**config.mk**
```make
export PLATFORM = sky130hd
export DESIGN_NAME = rst_supervisor
export DESIGN_NICKNAME = d
export VERILOG_FILES = /design/src/rtl/sup_pkg.sv /design/src/rtl/sup_timebase.sv /design/src/rtl/sup_bus_events.sv /design/src/rtl/sup_hold_ctrl.sv /design/src/rtl/sup_watchdog.sv /design/src/rtl/rst_supervisor.sv
export SDC_FILE = /design/constraint.sdc
export NUM_CORES = 1
export LEC_CHECK = 0
export BUFFER_PORTS_ARGS = -buffer_cell sky130_fd_sc_hd__buf_2
export CORE_MARGIN = 5
export CORE_UTILIZATION = 40
export CTS_BUF_LIST = sky130_fd_sc_hd__clkbuf_4
export DETAILED_ROUTE_END_ITERATION = 8
export PLACE_DENSITY_LB_ADDON = 0.2
export SLEW_MARGIN = 20
export SYNTH_ARGS = -nofsm -noshare
export SYNTH_HDL_FRONTEND = slang
export SYNTH_SLANG_ARGS = --single-unit
```
**constraint.sdc**
```tcl
create_clock -name clk_i -period 3.7 [get_ports clk_i]
set_input_delay 0.37 -clock clk_i [delete_from_list [all_inputs] [get_ports clk_i]]
set_output_delay 0.37 -clock clk_i [all_outputs]
set_load 0.01 [all_outputs]
```
**src/rtl/sup_pkg.sv**
```systemverilog
package sup_pkg;

  typedef enum logic [1:0] {
    WD_LONG  = 2'b00,
    WD_MID   = 2'b01,
    WD_SHORT = 2'b10,
    WD_OFF   = 2'b11
  } wd_code_e;

  // Timeout length in ticks for a period code; 0 means the watchdog is off.
  function automatic int unsigned period_ticks(logic [1:0] code,
                                               int unsigned t_long,
                                               int unsigned t_mid,
                                               int unsigned t_short);
    case (code)
      WD_LONG:  return t_long;
      WD_MID:   return t_mid;
      WD_SHORT: return t_short;
      default:  return 0;
    endcase
  endfunction

  function automatic bit code_enabled(logic [1:0] code);
    return code != WD_OFF;
  endfunction

  function automatic int unsigned max3(int unsigned a, int unsigned b, int unsigned c);
    int unsigned m;
    m = (a > b) ? a : b;
    return (m > c) ? m : c;
  endfunction

  // Counter width able to hold values 0 .. n-1 (at least one bit).
  function automatic int unsigned cnt_width(int unsigned n);
    return (n > 1) ? $clog2(n) : 1;
  endfunction

endpackage

```
**src/rtl/sup_timebase.sv**
```systemverilog
module sup_timebase #(
  parameter bit          USE_EXT_TICK = 1'b1,
  parameter int unsigned DIV_CYCLES   = 1000
) (
  input  logic clk_i,
  input  logic rst_ni,
  input  logic tick_i,
  output logic tick_o
);

  generate
    if (USE_EXT_TICK) begin : g_ext
      logic unused_ext;
      assign unused_ext = ^{clk_i, rst_ni};
      assign tick_o     = tick_i;
    end else begin : g_div
      localparam int unsigned DW = sup_pkg::cnt_width(DIV_CYCLES);
      localparam logic [DW-1:0] LAST = DW'(DIV_CYCLES - 1);
      logic [DW-1:0] div_q;
      logic          unused_tick;
      assign unused_tick = tick_i;

      always_ff @(posedge clk_i or negedge rst_ni) begin
        if (!rst_ni)            div_q <= '0;
        else if (div_q == LAST) div_q <= '0;
        else                    div_q <= div_q + 1'b1;
      end

      assign tick_o = (div_q == LAST);
    end
  endgenerate

endmodule

```
**src/rtl/sup_bus_events.sv**
```systemverilog
module sup_bus_events #(
  parameter int unsigned SYNC_STAGES = 2
) (
  input  logic clk_i,
  input  logic rst_ni,
  input  logic sda_i,
  input  logic scl_i,
  output logic start_o,
  output logic stop_o,
  output logic kick_o
);

  localparam int unsigned LASTS = SYNC_STAGES - 1;

  logic [LASTS:0] sda_sh, scl_sh;
  logic           sda_s, scl_s, sda_prev;
  logic           armed_q;

  // Idle bus lines are high, so the synchronisers reset to ones.
  always_ff @(posedge clk_i or negedge rst_ni) begin
    if (!rst_ni) begin
      sda_sh   <= '1;
      scl_sh   <= '1;
      sda_prev <= 1'b1;
    end else begin
      sda_sh   <= {sda_sh[LASTS-1:0], sda_i};
      scl_sh   <= {scl_sh[LASTS-1:0], scl_i};
      sda_prev <= sda_s;
    end
  end

  assign sda_s = sda_sh[LASTS];
  assign scl_s = scl_sh[LASTS];

  assign start_o = scl_s &  sda_prev & ~sda_s;
  assign stop_o  = scl_s & ~sda_prev &  sda_s;

  // A stop only counts when a start has been seen since the last restart.
  always_ff @(posedge clk_i or negedge rst_ni) begin
    if (!rst_ni)      armed_q <= 1'b0;
    else if (start_o) armed_q <= 1'b1;
    else if (stop_o)  armed_q <= 1'b0;
  end

  assign kick_o = stop_o & armed_q;

endmodule

```
**src/rtl/sup_hold_ctrl.sv**
```systemverilog
module sup_hold_ctrl #(
  parameter int unsigned HOLD_TICKS = 200
) (
  input  logic clk_i,
  input  logic rst_ni,
  input  logic tick_i,
  input  logic supply_ok_i,
  input  logic trigger_i,
  output logic busy_o
);

  localparam int unsigned HW = sup_pkg::cnt_width(HOLD_TICKS);
  localparam logic [HW-1:0] LAST = HW'(HOLD_TICKS - 1);

  logic [HW-1:0] cnt_q;
  logic          busy_q;
  logic          restart_hold;
  logic          hold_done;

  assign restart_hold = ~supply_ok_i | trigger_i;
  assign hold_done    = busy_q & tick_i & (cnt_q == LAST);

  always_ff @(posedge clk_i or negedge rst_ni) begin
    if (!rst_ni) begin
      busy_q <= 1'b1;
      cnt_q  <= '0;
    end else if (restart_hold) begin
      busy_q <= 1'b1;
      cnt_q  <= '0;
    end else if (hold_done) begin
      busy_q <= 1'b0;
      cnt_q  <= '0;
    end else if (busy_q && tick_i) begin
      cnt_q  <= cnt_q + 1'b1;
    end
  end

  assign busy_o = busy_q;

endmodule

```
**src/rtl/sup_watchdog.sv**
```systemverilog
module sup_watchdog #(
  parameter int unsigned T_LONG  = 1400,
  parameter int unsigned T_MID   = 600,
  parameter int unsigned T_SHORT = 200
) (
  input  logic       clk_i,
  input  logic       rst_ni,
  input  logic       tick_i,
  input  logic       hold_i,
  input  logic       kick_i,
  input  logic [1:0] code_i,
  output logic       expire_o
);

  localparam int unsigned MAXP = sup_pkg::max3(T_LONG, T_MID, T_SHORT);
  localparam int unsigned CW   = sup_pkg::cnt_width(MAXP + 1);

  logic [CW-1:0] cnt_q;
  logic [CW-1:0] lim;
  logic [1:0]    code_q;
  logic          code_chg;
  logic          enabled;
  logic          run;

  assign lim      = CW'(sup_pkg::period_ticks(code_i, T_LONG, T_MID, T_SHORT) - 1);
  assign enabled  = sup_pkg::code_enabled(code_i);
  assign code_chg = (code_i != code_q);
  assign run      = enabled & ~hold_i & ~kick_i & ~code_chg;
  assign expire_o = run & tick_i & (cnt_q >= lim);

  always_ff @(posedge clk_i or negedge rst_ni) begin
    if (!rst_ni) begin
      code_q <= sup_pkg::WD_OFF;
      cnt_q  <= '0;
    end else begin
      code_q <= code_i;
      if (!run)          cnt_q <= '0;
      else if (expire_o) cnt_q <= '0;
      else if (tick_i)   cnt_q <= cnt_q + 1'b1;
    end
  end

endmodule

```
**src/rtl/rst_supervisor.sv**
```systemverilog
module rst_supervisor #(
  parameter bit          USE_EXT_TICK   = 1'b1,
  parameter int unsigned DIV_CYCLES     = 1000,
  parameter int unsigned HOLD_TICKS     = 200,
  parameter int unsigned WD_LONG_TICKS  = 1400,
  parameter int unsigned WD_MID_TICKS   = 600,
  parameter int unsigned WD_SHORT_TICKS = 200,
  parameter int unsigned SYNC_STAGES    = 2
) (
  input  logic       clk_i,
  input  logic       rst_ni,
  input  logic       tick_i,
  input  logic       supply_ok_i,
  input  logic       sda_i,
  input  logic       scl_i,
  input  logic [1:0] wd_code_i,
  output logic       rst_no,
  output logic       rst_o,
  output logic       bus_inhibit_o
);

  // Named internal events, observed by the bound checker.
  logic tick;
  logic start_det;
  logic stop_det;
  logic wd_kick;
  logic wd_expire;
  logic hold_busy;
  logic rst_act;

  sup_timebase #(
    .USE_EXT_TICK (USE_EXT_TICK),
    .DIV_CYCLES   (DIV_CYCLES)
  ) u_timebase (
    .clk_i  (clk_i),
    .rst_ni (rst_ni),
    .tick_i (tick_i),
    .tick_o (tick)
  );

  sup_bus_events #(
    .SYNC_STAGES (SYNC_STAGES)
  ) u_bus_events (
    .clk_i   (clk_i),
    .rst_ni  (rst_ni),
    .sda_i   (sda_i),
    .scl_i   (scl_i),
    .start_o (start_det),
    .stop_o  (stop_det),
    .kick_o  (wd_kick)
  );

  sup_hold_ctrl #(
    .HOLD_TICKS (HOLD_TICKS)
  ) u_hold (
    .clk_i       (clk_i),
    .rst_ni      (rst_ni),
    .tick_i      (tick),
    .supply_ok_i (supply_ok_i),
    .trigger_i   (wd_expire),
    .busy_o      (hold_busy)
  );

  sup_watchdog #(
    .T_LONG  (WD_LONG_TICKS),
    .T_MID   (WD_MID_TICKS),
    .T_SHORT (WD_SHORT_TICKS)
  ) u_watchdog (
    .clk_i    (clk_i),
    .rst_ni   (rst_ni),
    .tick_i   (tick),
    .hold_i   (rst_act),
    .kick_i   (wd_kick),
    .code_i   (wd_code_i),
    .expire_o (wd_expire)
  );

  // A low supply reaches the outputs without waiting for a clock edge.
  assign rst_act       = hold_busy | ~supply_ok_i;
  assign rst_o         = rst_act;
  assign rst_no        = ~rst_act;
  assign bus_inhibit_o = rst_act;

endmodule

```
### Yosys cells after proc, flatten, opt, wreduce, memory -nomap -nowiden

Cells that the tools add are included.

* $add $sub $neg: 3
* order comparisons: 1
* eq/ne operators: 6
* muxes and demuxes: 11
* bitwise logic cells: 20
* reduce and logical (&&, ||, !) cells: 5

Operators with widths (count)
* 2-to-1 mux 11 bit: 3
* one-hot mux 11 bit (3 select lines): 1
* 2-to-1 mux 8 bit: 3
* AND 1 bit: 12
* adder 11 x 1 -> 11 bit, second input constant: 1
* >= comparator 11 bit: 1
* subtractor 11 x 1 -> 11 bit, second input constant: 1
* adder 8 x 1 -> 8 bit, second input constant: 1
* equality test 8 bit, second input constant: 1
* inverter 1 bit: 6
* 2-to-1 mux 1 bit: 4
* nonzero test 2 bit: 2
* != test 3 bit, second input constant: 1
* nonzero test 3 bit: 1
* equality test 2 x 1 -> 1 bit, second input constant: 1
* equality test 2 bit, second input constant: 1
* logical NOT 2 bit: 1
* != test 2 bit: 1
* != test 2 bit, second input constant: 1
* bitwise OR 1 bit: 2
* logical AND 1 bit: 1

* bits in registers: 28
* logic and storage cells: 54

### Depth between registers and ports, before layout

* depth after elaboration: 11
* mapped depth: 10
* depth with buffers taken out: 9

### By module

Synthesis repeated with hierarchy kept, for this count alone.

* cell total of the unflattened synthesis: 181
* area total of the unflattened synthesis: 1712.9 um^2

By module, submodules not included
* sup_watchdog: instances 1, cells each 111, area each 967.2 um^2
* sup_hold_ctrl: instances 1, cells each 52, area each 520.5 um^2
* sup_bus_events: instances 1, cells each 14, area each 197.7 um^2
* rst_supervisor: instances 1, cells each 3, area each 20.0 um^2
* sup_timebase: instances 1, cells each 1, area each 7.5 um^2

### Worst setup path before layout

OpenSTA, ideal clock, no wires.

* path kind: input -> register
* start point: input port wd_code_i[0]
* end point: register u_watchdog.cnt_q[5]
* arrival time: 2.045 ns
* slack: 1.573 ns
* stages: 10
* buffers on the path: 1
* path through: inv_1 ha_1 inv_1 ha_1 nand2_1 nor2_1 a2111oi_4 buf_6 o211ai_1 a31oi_1

* longest elaborated chain between the ends: 8

RTL lines
* start: declaration: line rst_supervisor.sv:16 `input logic [1:0] wd_code_i,`
* parallel branches: the longest is 8 deep, another holds subtractor 11 x 1 -> 11 bit
* end signal: assignment: line sup_watchdog.sv:39 `else if (tick_i) cnt_q <= cnt_q + 1'b1;`
* end: declaration: line sup_watchdog.sv:18 `logic [CW-1:0] cnt_q;`

Parallel ways; which one is timed is not known.
A chain may end at the register's enable or synchronous reset.

### Worst setup path in the final report

* start point: input port wd_code_i[0]
* end point: register u_watchdog.cnt_q[7]

Same word-level chain as after synthesis.

==> flow_summary.json <==
{
  "place_area_sq_um": 1670,
  "overflow": 0,
  "clock_path_buffers": 2,
  "ys_seq_area_share_pct": 45.1,
  "fmax_ghz": 0.416,
  "gp_congestion": 0.853,
  "cts-htree-levels": 1,
  "arrival_ns": 2.66,
  "fp.dieH_microns": 72.8,
  "synth_edf_count": 0,
  "cts-root-buf": "clkbuf_4",
  "drive_gt1_share_pct": 14.7,
  "synth_common_cells": "dfrtp_1, nand3_1, a31oi_1, ha_1, inv_1",
  "fillers": 362,
  "drv_cap": 0,
  "clkTransAtPathRegs_ns": 0.15,
  "synth_top_family_by_area": "simple AND/OR/NAND/NOR gates",
  "yosys.area_share.adder_pct": 8.74,
  "irDropWorstVdd_mv": 0.122,
  "cts_buffers": 3,
  "slowest_delay_ns": 0.74,
  "p_total_uw": 557,
  "clk_latency_ns": 0.33,
  "die-area_sq_um": 5290,
  "port_buffers": 10,
  "period_share_pct": 64.9,
  "routed-via-count": 1270,
  "path_cells": "buf_2, inv_1, ha_1, inv_1, ha_1, nand2_1, nor2_1, a2111oi_4, o311ai_0, a31oi_1",
  "cp-start-kind": "input pin",
  "gr-usage-all-layers_pct": 12.9,
  "relSlewSlack_pct": 44.5,
  "placeableCoreArea_sq_um": 3740,
  "final_area_sq_um": 1720,
  "fp.dieW_microns": 72.8,
  "synth_most_common_cell": "dfrtp_1",
  "drtIter0Drc": 49,
  "dr.pass1.iters": 4,
  "cts_tree": "done",
  "wl_per_cell_microns": 14.3,
  "leakage_nw": 0.748,
  "rows": 22,
  "power_density_nw_per_um2": 324,
  "yosys_warnings": 0,
  "synth-simple-area-share_pct": 22.1,
  "synth_top_area_share_pct": 31.8,
  "timing_worst_slew_pin_value_ns": 0.832,
  "drc": 0,
  "ys_ff_latch": 28,
  "status": "complete, no violations",
  "hold_violations": 0,
  "synth_compound_area_share_pct": 13.5,
  "ios": 11,
  "cts_resized": 0,
  "path_class": "input pin to flop",
  "crit_slowest_cell": "a2111oi_4",
  "syn_nets": 178,
  "fin_util_pct": 45.9,
  "ant_nets": 0,
  "wl_mm": 3.11,
  "fin_ws_ns": 1.30,
  "ys_types": 34,
  "finalCriticalPeriod_ns": 2.40,
  "post_cts_buffers": 0,
  "synth.avg_cell_area_sq_um": 9.91,
  "synthFlopType": "dfrtp_1",
  "cp_data_required_time_ns": 3.96,
  "setup_viol": 0,
  "grt_max_degree": 29,
  "synth_mux_area_share_pct": 1.27,
  "synth.largest_area_cell": "dfrtp_1",
  "hpwl_mm": 2.27,
  "drv_slew": 0,
  "area_delta_synth_final_pct": 9.13,
  "grt_pass1_vias": 1277,
  "antenna_cells": 0,
  "hp-class": "input pin to async pin",
  "cts_hold_buf": 0,
  "synth_async_sr_flop_share_pct": 100,
  "fin_worst_skew_ns": 0.00281,
  "path_max_fanout": 16,
  "dpl_worst_slack_ns": 0.979,
  "synth_cells": 159,
  "clkSinkCount": 28,
  "viasPerCell": 5.83,
  "nets": 190,
  "initial_utilization_pct": 42.1,
  "rsz0062_at_grt": "no",
  "synth.area.top_cells": "dfrtp_1, dfstp_2, ha_1",
  "post_synth_xor_area_fraction_pct": 5.00,
  "cp-end-kind": "flop",
  "grt_pass1_wl_mm": 5.51,
  "antenna_found_initial": 0,
  "syn-cell-area_sq_um": 1580,
  "tns_ns": 0
}
## state kept, by name (all words and copies together) (netlist names)
| register | count |
|---|---|
| u_bus_events.sda_prev | 1 |
| u_hold.busy_o | 1 |
| u_watchdog.code_q | 2 |
| u_watchdog.cnt_q | 11 |
| u_bus_events.scl_sh | 2 |
| u_bus_events.armed_q | 1 |
| u_hold.cnt_q | 8 |
| u_bus_events.sda_sh | 2 |
## cell type report
class / instances / area, sq um / area share (%)
multi-input combinational: 116 / 797 / 46.4
timing repair buffer: 11 / 57.6 / 3.35
sequential: 28 / 711 / 41.3
tap: 48 / 60.1 / 3.49
inverter: 11 / 41.3 / 2.40
clock buffer: 3 / 22.5 / 1.31
clock inverter: 1 / 30.0 / 1.75
## worst paths after layout
| path | from | depth (start not counted) | slack, ns | end |
|---|---|---|---|---|
| worst max-delay path | wd_code_i[0] | 10 | 1.30 | u_watchdog.cnt_q[7]$_DFFE_PN0P_ |
| worst min-delay path | rst_ni | 1 | 0.02 | u_hold.cnt_q[3]$_DFFE_PN0P_ |
| worst max register to register | u_watchdog.cnt_q[8]$_DFFE_PN0P_ | 6 | 1.40 | u_watchdog.cnt_q[7]$_DFFE_PN0P_ |
| worst min register to register | u_bus_events.scl_sh[0]$_DFF_PN1_ | 0 | 0.37 | u_bus_events.scl_sh[1]$_DFF_PN1_ |
| max in group asynchronous | rst_ni | 1 | 3.28 | u_watchdog.cnt_q[2]$_DFFE_PN0P_ |
| min in group clk_i | sda_i | 1 | 0.12 | u_bus_events.sda_sh[0]$_DFF_PN1_ |
## power by group
part / internal (mW) / leakage, nW / total (mW) / switching [mW]
combinational: 0.0133 / 0.359 / 0.0363 / 0.0230
clock: 0.110 / 0.0279 / 0.200 / 0.0905
sequential: 0.316 / 0.361 / 0.321 / 0.00455
## kinds of logic after synthesis
| group | count (synthesis) |
|---|---|
| mux | 2 |
| fa+ha+maj | 11 |
| flops | 28 |
| xor+xnor | 9 |
| compound gates | 32 |
| simple gates | 62 |
| buf+inv | 15 |
## layer usage
layer  vias to the layer above  share of wire [%]  GRT usage [%]
li1                        610                  -              -
met1                       643                 47           16.3
met2                        13                 50           21.9
met3                         4                2.2           1.65
met4                         0                1.2           5.33
met5                         -                  0              0
## cells in the final DEF (no fill, tap or decap), types with 6 or more instances in the layout
master	netlist	routed
ha_1	11	11
and3_1	7	7
buf_2	0	10
a31oi_1	13	13
dfrtp_1	20	20
nor2_1	8	8
dfstp_2	8	8
nand3_1	14	14
nand2_1	10	10
a21oi_1	9	9
xnor2_1	6	6
inv_1	11	11
## worst max-delay path, delay by kind of cell
kind            cells  cell delay (ns)
compound gates      3             1.23
fa+ha+maj           2             0.58
buf+inv             3             0.29
simple gates        2             0.19
## per-stage QoR
stage,cells,hold slack [ns]
floorplan,159,0.0744
global route,218,0.0662
detailed placement,214,0.348
finish,218,0.0225
global placement,214,0.345
CTS,218,0.0478
No activity file was read; power rests on OpenSTA's default activity.
